### src/rtl/cfg_status_pkg.sv
package cfg_status_pkg;
  localparam int unsigned WORD_W = 16;
  localparam int unsigned EVT_N  = 5;

  typedef enum logic [2:0] {
    EV_PERR_MST = 3'd0,
    EV_TGT_ABT  = 3'd1,
    EV_MST_ABT  = 3'd2,
    EV_SERR     = 3'd3,
    EV_PERR_DET = 3'd4
  } evt_idx_e;

  // bit position of each event flag inside the status word
  function automatic int unsigned evt_pos(input int unsigned idx);
    case (idx)
      0:       evt_pos = 8;
      1:       evt_pos = 12;
      2:       evt_pos = 13;
      3:       evt_pos = 14;
      default: evt_pos = 15;
    endcase
  endfunction

  typedef struct packed {
    logic perr_det;
    logic perr_mst;
    logic tgt_abort;
    logic mst_abort;
    logic special_cyc;
    logic serr;
  } evt_in_t;
endpackage

### src/rtl/cfg_status_evt_qual.sv
module cfg_status_evt_qual
  import cfg_status_pkg::*;
(
  input  evt_in_t            evt_i,
  input  logic               perr_resp_en_i,
  output logic [EVT_N-1:0]   set_o
);
  always_comb begin
    set_o              = '0;
    set_o[EV_PERR_MST] = evt_i.perr_mst & perr_resp_en_i;
    set_o[EV_TGT_ABT]  = evt_i.tgt_abort;
    set_o[EV_MST_ABT]  = evt_i.mst_abort & ~evt_i.special_cyc;
    set_o[EV_SERR]     = evt_i.serr;
    set_o[EV_PERR_DET] = evt_i.perr_det;
  end
endmodule

### src/rtl/cfg_status_sticky.sv
module cfg_status_sticky (
  input  logic clk_i,
  input  logic rst_ni,
  input  logic set_i,
  input  logic clr_i,
  output logic q_o
);
  always_ff @(posedge clk_i or negedge rst_ni) begin
    if (!rst_ni)     q_o <= 1'b0;
    else if (set_i)  q_o <= 1'b1;  // set beats clear
    else if (clr_i)  q_o <= 1'b0;
  end

  p_set_wins_r10: assert property (@(posedge clk_i) disable iff (!rst_ni)
    set_i |=> q_o);
  p_clear_r4: assert property (@(posedge clk_i) disable iff (!rst_ni)
    (clr_i && !set_i) |=> !q_o);
  p_hold_r3: assert property (@(posedge clk_i) disable iff (!rst_ni)
    (!clr_i && !set_i) |=> $stable(q_o));
endmodule

### src/rtl/cfg_status_reg.sv
module cfg_status_reg
  import cfg_status_pkg::*;
#(
  parameter logic [1:0] DEVSEL_TIMING = 2'b01,
  parameter logic       CAP_LIST      = 1'b1
) (
  input  logic              clk_i,
  input  logic              rst_ni,
  input  logic              wr_en_i,
  input  logic [WORD_W-1:0] wr_data_i,
  input  logic              rd_en_i,
  input  logic              perr_det_i,
  input  logic              perr_mst_i,
  input  logic              tgt_abort_i,
  input  logic              mst_abort_i,
  input  logic              special_cyc_i,
  input  logic              serr_i,
  input  logic              perr_resp_en_i,
  output logic [WORD_W-1:0] rd_data_o
);
  evt_in_t          evt;
  logic [EVT_N-1:0] evt_set;
  logic [EVT_N-1:0] evt_q;
  logic [WORD_W-1:0] status;

  assign evt = '{perr_det: perr_det_i, perr_mst: perr_mst_i, tgt_abort: tgt_abort_i,
                 mst_abort: mst_abort_i, special_cyc: special_cyc_i, serr: serr_i};

  cfg_status_evt_qual u_qual (
    .evt_i          (evt),
    .perr_resp_en_i (perr_resp_en_i),
    .set_o          (evt_set)
  );

  for (genvar g = 0; g < EVT_N; g++) begin : g_evt
    localparam int unsigned POS = evt_pos(g);
    cfg_status_sticky u_bit (
      .clk_i  (clk_i),
      .rst_ni (rst_ni),
      .set_i  (evt_set[g]),
      .clr_i  (wr_en_i & wr_data_i[POS]),
      .q_o    (evt_q[g])
    );
  end

  always_comb begin
    status        = '0;
    status[4]     = CAP_LIST;
    status[10:9]  = DEVSEL_TIMING;
    for (int i = 0; i < EVT_N; i++) status[evt_pos(i)] = evt_q[i];
  end

  assign rd_data_o = rd_en_i ? status : '0;

  p_const_r2: assert property (@(posedge clk_i) disable iff (!rst_ni)
    rd_en_i |-> (rd_data_o[3:0] == 4'h0 && rd_data_o[7:5] == 3'h0 &&
                 rd_data_o[11] == 1'b0 && rd_data_o[4] && rd_data_o[10:9] == 2'b01));
  p_idle_r11: assert property (@(posedge clk_i) disable iff (!rst_ni)
    !rd_en_i |-> (rd_data_o == '0));
  p_mabort_r7: assert property (@(posedge clk_i) disable iff (!rst_ni)
    $rose(evt_q[EV_MST_ABT]) |-> $past(mst_abort_i && !special_cyc_i));
  p_perr_mst_r5: assert property (@(posedge clk_i) disable iff (!rst_ni)
    $rose(evt_q[EV_PERR_MST]) |-> $past(perr_mst_i && perr_resp_en_i));
endmodule

### config.mk
export PLATFORM = sky130hd
export DESIGN_NAME = cfg_status_reg
export DESIGN_NICKNAME = d
export VERILOG_FILES = /design/src/rtl/cfg_status_pkg.sv /design/src/rtl/cfg_status_evt_qual.sv /design/src/rtl/cfg_status_sticky.sv /design/src/rtl/cfg_status_reg.sv
export SDC_FILE = /design/constraint.sdc
export NUM_CORES = 1
export LEC_CHECK = 0
export ABC_AREA = 1
export BUFFER_PORTS_ARGS = -buffer_cell sky130_fd_sc_hd__clkbuf_2
export CAP_MARGIN = 20
export CORE_MARGIN = 1
export CORE_UTILIZATION = 29
export DETAILED_ROUTE_END_ITERATION = 8
export PLACE_DENSITY = 0.72
export SLEW_MARGIN = 20
export SYNTH_ARGS = -nofsm -noshare
export SYNTH_HDL_FRONTEND = slang
export SYNTH_HIERARCHICAL = 1
export SYNTH_SLANG_ARGS = --single-unit
### constraint.sdc
create_clock -name clk_i -period 0.8 [get_ports clk_i]
set_input_delay 0.12 -clock clk_i [delete_from_list [all_inputs] [get_ports clk_i]]
set_output_delay 0.12 -clock clk_i [all_outputs]
set_load 0.02 [all_outputs]
* Word level (Yosys, flattened, before mapping) *
Cells that the tools add are included.

word-level totals
  register bits after elaboration = 5
  input port bits = 27
  output and inout bits = 16
  logic and storage cells = 29

operators by class
  muxes and demuxes = 11
  bitwise gates (word level) = 8
  reduce and logical (&&, ||, !) cells = 5

operators with widths
  operator            count
  16-bit two-way mux  1
  1-bit two-way mux   10
  2-bit nonzero test  5
  1-bit bitwise AND   7
  1-bit inverter      1

* Depth between registers and ports, before layout *
  depth in word-level cells = 3
  mapped depth = 5
  depth with buffers taken out = 5

* Cells and area by module *
Netlist, hierarchy kept.

modules (own cells, without submodules)
  module               times used  cells each  area an instance (sq um)
  cfg_status_sticky    5           5           40.0
  cfg_status_reg       1           32          161.4
  cfg_status_evt_qual  1           7           40.0

* Least setup slack after synthesis *
No wires, ideal clock.

  path type = register to output
  start = register g_evt[1].u_bit.q_o
  end = output port rd_data_o[12]
  data arrival time = 502 ps
  data required time = 680 ps
  slack = 178 ps
  stages on the path, launching flop included = 3
  cell sequence = dfrtp_1 nand2_1 inv_1

on the way
  cells in the longest elaborated chain, start to end = 1

ends and longest elaborated chain
  item                      RTL line                 text
  start: declaration        cfg_status_sticky.sv:6   output logic q_o
  start signal: assignment  cfg_status_sticky.sv:9   if (!rst_ni) q_o <= 1'b0;
  start signal: assignment  cfg_status_sticky.sv:10  else if (set_i) q_o <= 1'b1;
  start signal: assignment  cfg_status_sticky.sv:11  else if (clr_i) q_o <= 1'b0;
  16-bit two-way mux        cfg_status_reg.sv:53     assign rd_data_o = rd_en_i ? status : '0;
  end: declaration          cfg_status_reg.sv:19     output logic [WORD_W-1:0] rd_data_o

Every way passes these cells.

* Worst setup path after layout *
  start = register g_evt[0].u_bit.q_o
  end = output port rd_data_o[8]

on the way
  cells in the longest elaborated chain, start to end = 1

ends and longest elaborated chain
  item                      RTL line
  start: declaration        cfg_status_sticky.sv:6
  start signal: assignment  cfg_status_sticky.sv:9
  start signal: assignment  cfg_status_sticky.sv:10
  start signal: assignment  cfg_status_sticky.sv:11
  16-bit two-way mux        cfg_status_reg.sv:53

Every way passes these cells.

==> results by group <==
Worst setup path
  – R2R Setup Slk: 0.11 ns
  – CP bufs+invs: 2
  – Critical path class: reg -> out
  – CP Max Fanout: 2
  – CP arrival: 0.85 ns
  – Max incr delay on CP: 0.37 ns
  – FF-to-FF Start: g_evt[2].u_bit/q_o$_DFFE_PN0P_
  – Worst path cell trace: nand2_1 -> inv_1 -> clkbuf_8
  – R2R depth: 3
  – CP max-delay cell: dfrtp_1
  – Levels on crit path: 3
  – CP Capture Type: output port
  – Worst path top cell family by delay: flip-flops
  – Worst EP required: 0.68 ns
  – Setup crit start kind: register
  – R2r endpoint: g_evt[2].u_bit/q_o$_DFFE_PN0P_

Global route
  – Number of global-route vias before repair: 286
  – GRT Util Overall: 0.112
  – Antenna violations before repair: 0
  – Grt total ovfl: 0
  – Global-route wire length before repair: 979 um
  – Largest net degree at the start of global routing: 8

Synth
  – Post-synthesis sequential area ratio: 0.312
  – Synthesized area: 402 um2
  – Avg Cell Area, Syn: 6.28 um2
  – Post-synth top area share: 0.312
  – Syn Inst Count: 64
  – Yosys top cell by area: dfrtp_1
  – Synth top area cells: dfrtp_1 31%, buf_4 26%, inv_1 21%
  – Synth cell types: 6
  – Total of warnings raised by yosys: 6
  – Synth Register Bits: 5

Finish
  – Max reg flops: 5
  – Final-stage net count: 114
  – Largest register by flop count: g_evt.u_bit/q_o
  – Inserted Diodes: 0
  – Area grow syn2layout: 32.7%
  – Core Util, Final: 0.410
  – Ratio of cells with drive above 1 in the final layout: 0.326
  – Most frequent cells in the layout: 21 x nand2_1, 21 x inv_1, 17 x clkbuf_2
  – Largest registers: g_evt.u_bit/q_o (5)

Detailed routing
  – Drt pass-1 iters: 2
  – Initial DRC Count: 1
  – Vias: 341
  – Total Wirelength: 582 um
  – Wirelength per Cell: 5.76 um
  – DRC Markers: 0
  – Vias/cell: 3.38
  – ANT nets after route: 0

Floorplanning
  – IO Pins: 43
  – Cell Rows: 13
  – Core Footprint: 1300 um2
  – Die Y: 39.2 um
  – Initial Util: 0.309
  – Total die area: 1540 um2
  – Chip width: 39.2 um

Timing
  – Final Max Tran Viols: 0
  – Worst Skew: 0 ns
  – Fin crit share: 1.21
  – Post-route minimum period: 0.967 ns
  – Total negative setup slack: -0.793 ns
  – Fmax: 1030 MHz
  – RSZ-0062 raised after global routing: yes
  – Final hold violation count: 0
  – Final WS setup: -0.167 ns
  – Final setup fails: 5

Clock network
  – Clock Tree Buf Depth: 2
  – Htree depth: 1
  – Num CTS Buffers: 3
  – Clk sinks: 5
  – CTS clock-pin slew for the worst setup and hold paths: 0.04 ns
  – CTS tree: done
  – Skew-Pair Late Insertion Delay: 0.24 ns
  – Root buffer cell: clkbuf_4

Placement
  – GP Congestion: 0.599
  – HPWL Detailed: 502 um
  – Port buffer count: 22
  – Setup WS pre-CTS: 0.0759 ns

Worst hold path
  – Hold Path Class: in -> reg
  – Hold EP: g_evt[3].u_bit/q_o$_DFFE_PN0P_
  – Hold_sp: serr_i
  – Hold Path Depth: 3

Power
  – Tot Pwr: 0.817 mW
  – Total power per unit cell area: 1530 nW/um2
  – LEAKAGE: 0.391 nW
  – Peak VDD IR: 0.560 mV

Run status
  – Outcome: finished, violations left
  – Failing checks: negative setup slack

Run
  – Max-cap viol count: 0
worst reg2reg max path, stage by stage (launching register included):
cell,delay (ns)
dfrtp_1,0.36
buf_4,0.13
nand2_1,0.06
nand2_1,0.04
kinds of logic after synthesis:
family | Yosys count | synth area share
simple gates | 22 | 0.212
other cells | 1 | 0.00934
flops | 5 | 0.312
buf+inv | 36 | 0.467
per-layer routing:
layer / global-route usage / part of all wire / up-vias
met4: 0.129 / 0.036 / 0
met1: 0.0890 / 0.40 / 129
li1: - / - / 190
met2: 0.171 / 0.45 / 20
met3: 0.0694 / 0.12 / 2
met5: 0 / 0 / -
Yosys cell counts:
cell type and instances:
buf_4 14, conb_1 1, dfrtp_1 5, inv_1 22, nand2_1 21, nor2_2 1
metrics by stage:
stage | instance area (um2) | std cells | hold slack, ns
after floorplan | 432 | 72 | -0.176
after global placement | 455 | 95 | -0.0645
after detailed placement | 455 | 95 | -0.0638
after CTS | 500 | 100 | 0.0607
after global routing | 533 | 101 | 0.0694
final | 533 | 101 | 0.0606
worst max-delay path by stage:
stage                          to                      startpoint
CTS                 rd_data_o[13]  g_evt[2].u_bit/q_o$_DFFE_PN0P_
global placement    rd_data_o[13]  g_evt[2].u_bit/q_o$_DFFE_PN0P_
global route         rd_data_o[8]  g_evt[0].u_bit/q_o$_DFFE_PN0P_
floorplan           rd_data_o[12]  g_evt[1].u_bit/q_o$_DFFE_PN0P_
finish               rd_data_o[8]  g_evt[0].u_bit/q_o$_DFFE_PN0P_
detailed placement  rd_data_o[13]  g_evt[2].u_bit/q_o$_DFFE_PN0P_
final cells by class:
cell class              count  area, um2
inverters                  22       82.6
multi-input cells          31        119
repair buffers             24        161
clock buffers               4       26.3
fillers                   142        768
flip-flops and latches      5        125
well taps                  15       18.8
report_power, final:
group	internal (mW)	switching [mW]	total, mW	leakage, nW
Sequential	0.276	0.00996	0.286	0.0527
Combinational	0.103	0.138	0.241	0.324
Clock	0.188	0.102	0.291	0.0150
Total	0.567	0.250	0.817	0.391
what timing repair did:
item / in CTS / in global routing
resized for setup: 1 / 13
pin swaps: 1 / 0
hold endpoints to repair: 5 / 0
buffers inserted: 0 / 1
hold buffers: 1 / 0
setup endpoints to repair: 5 / 5
No activity file was read; power rests on OpenSTA's default activity.
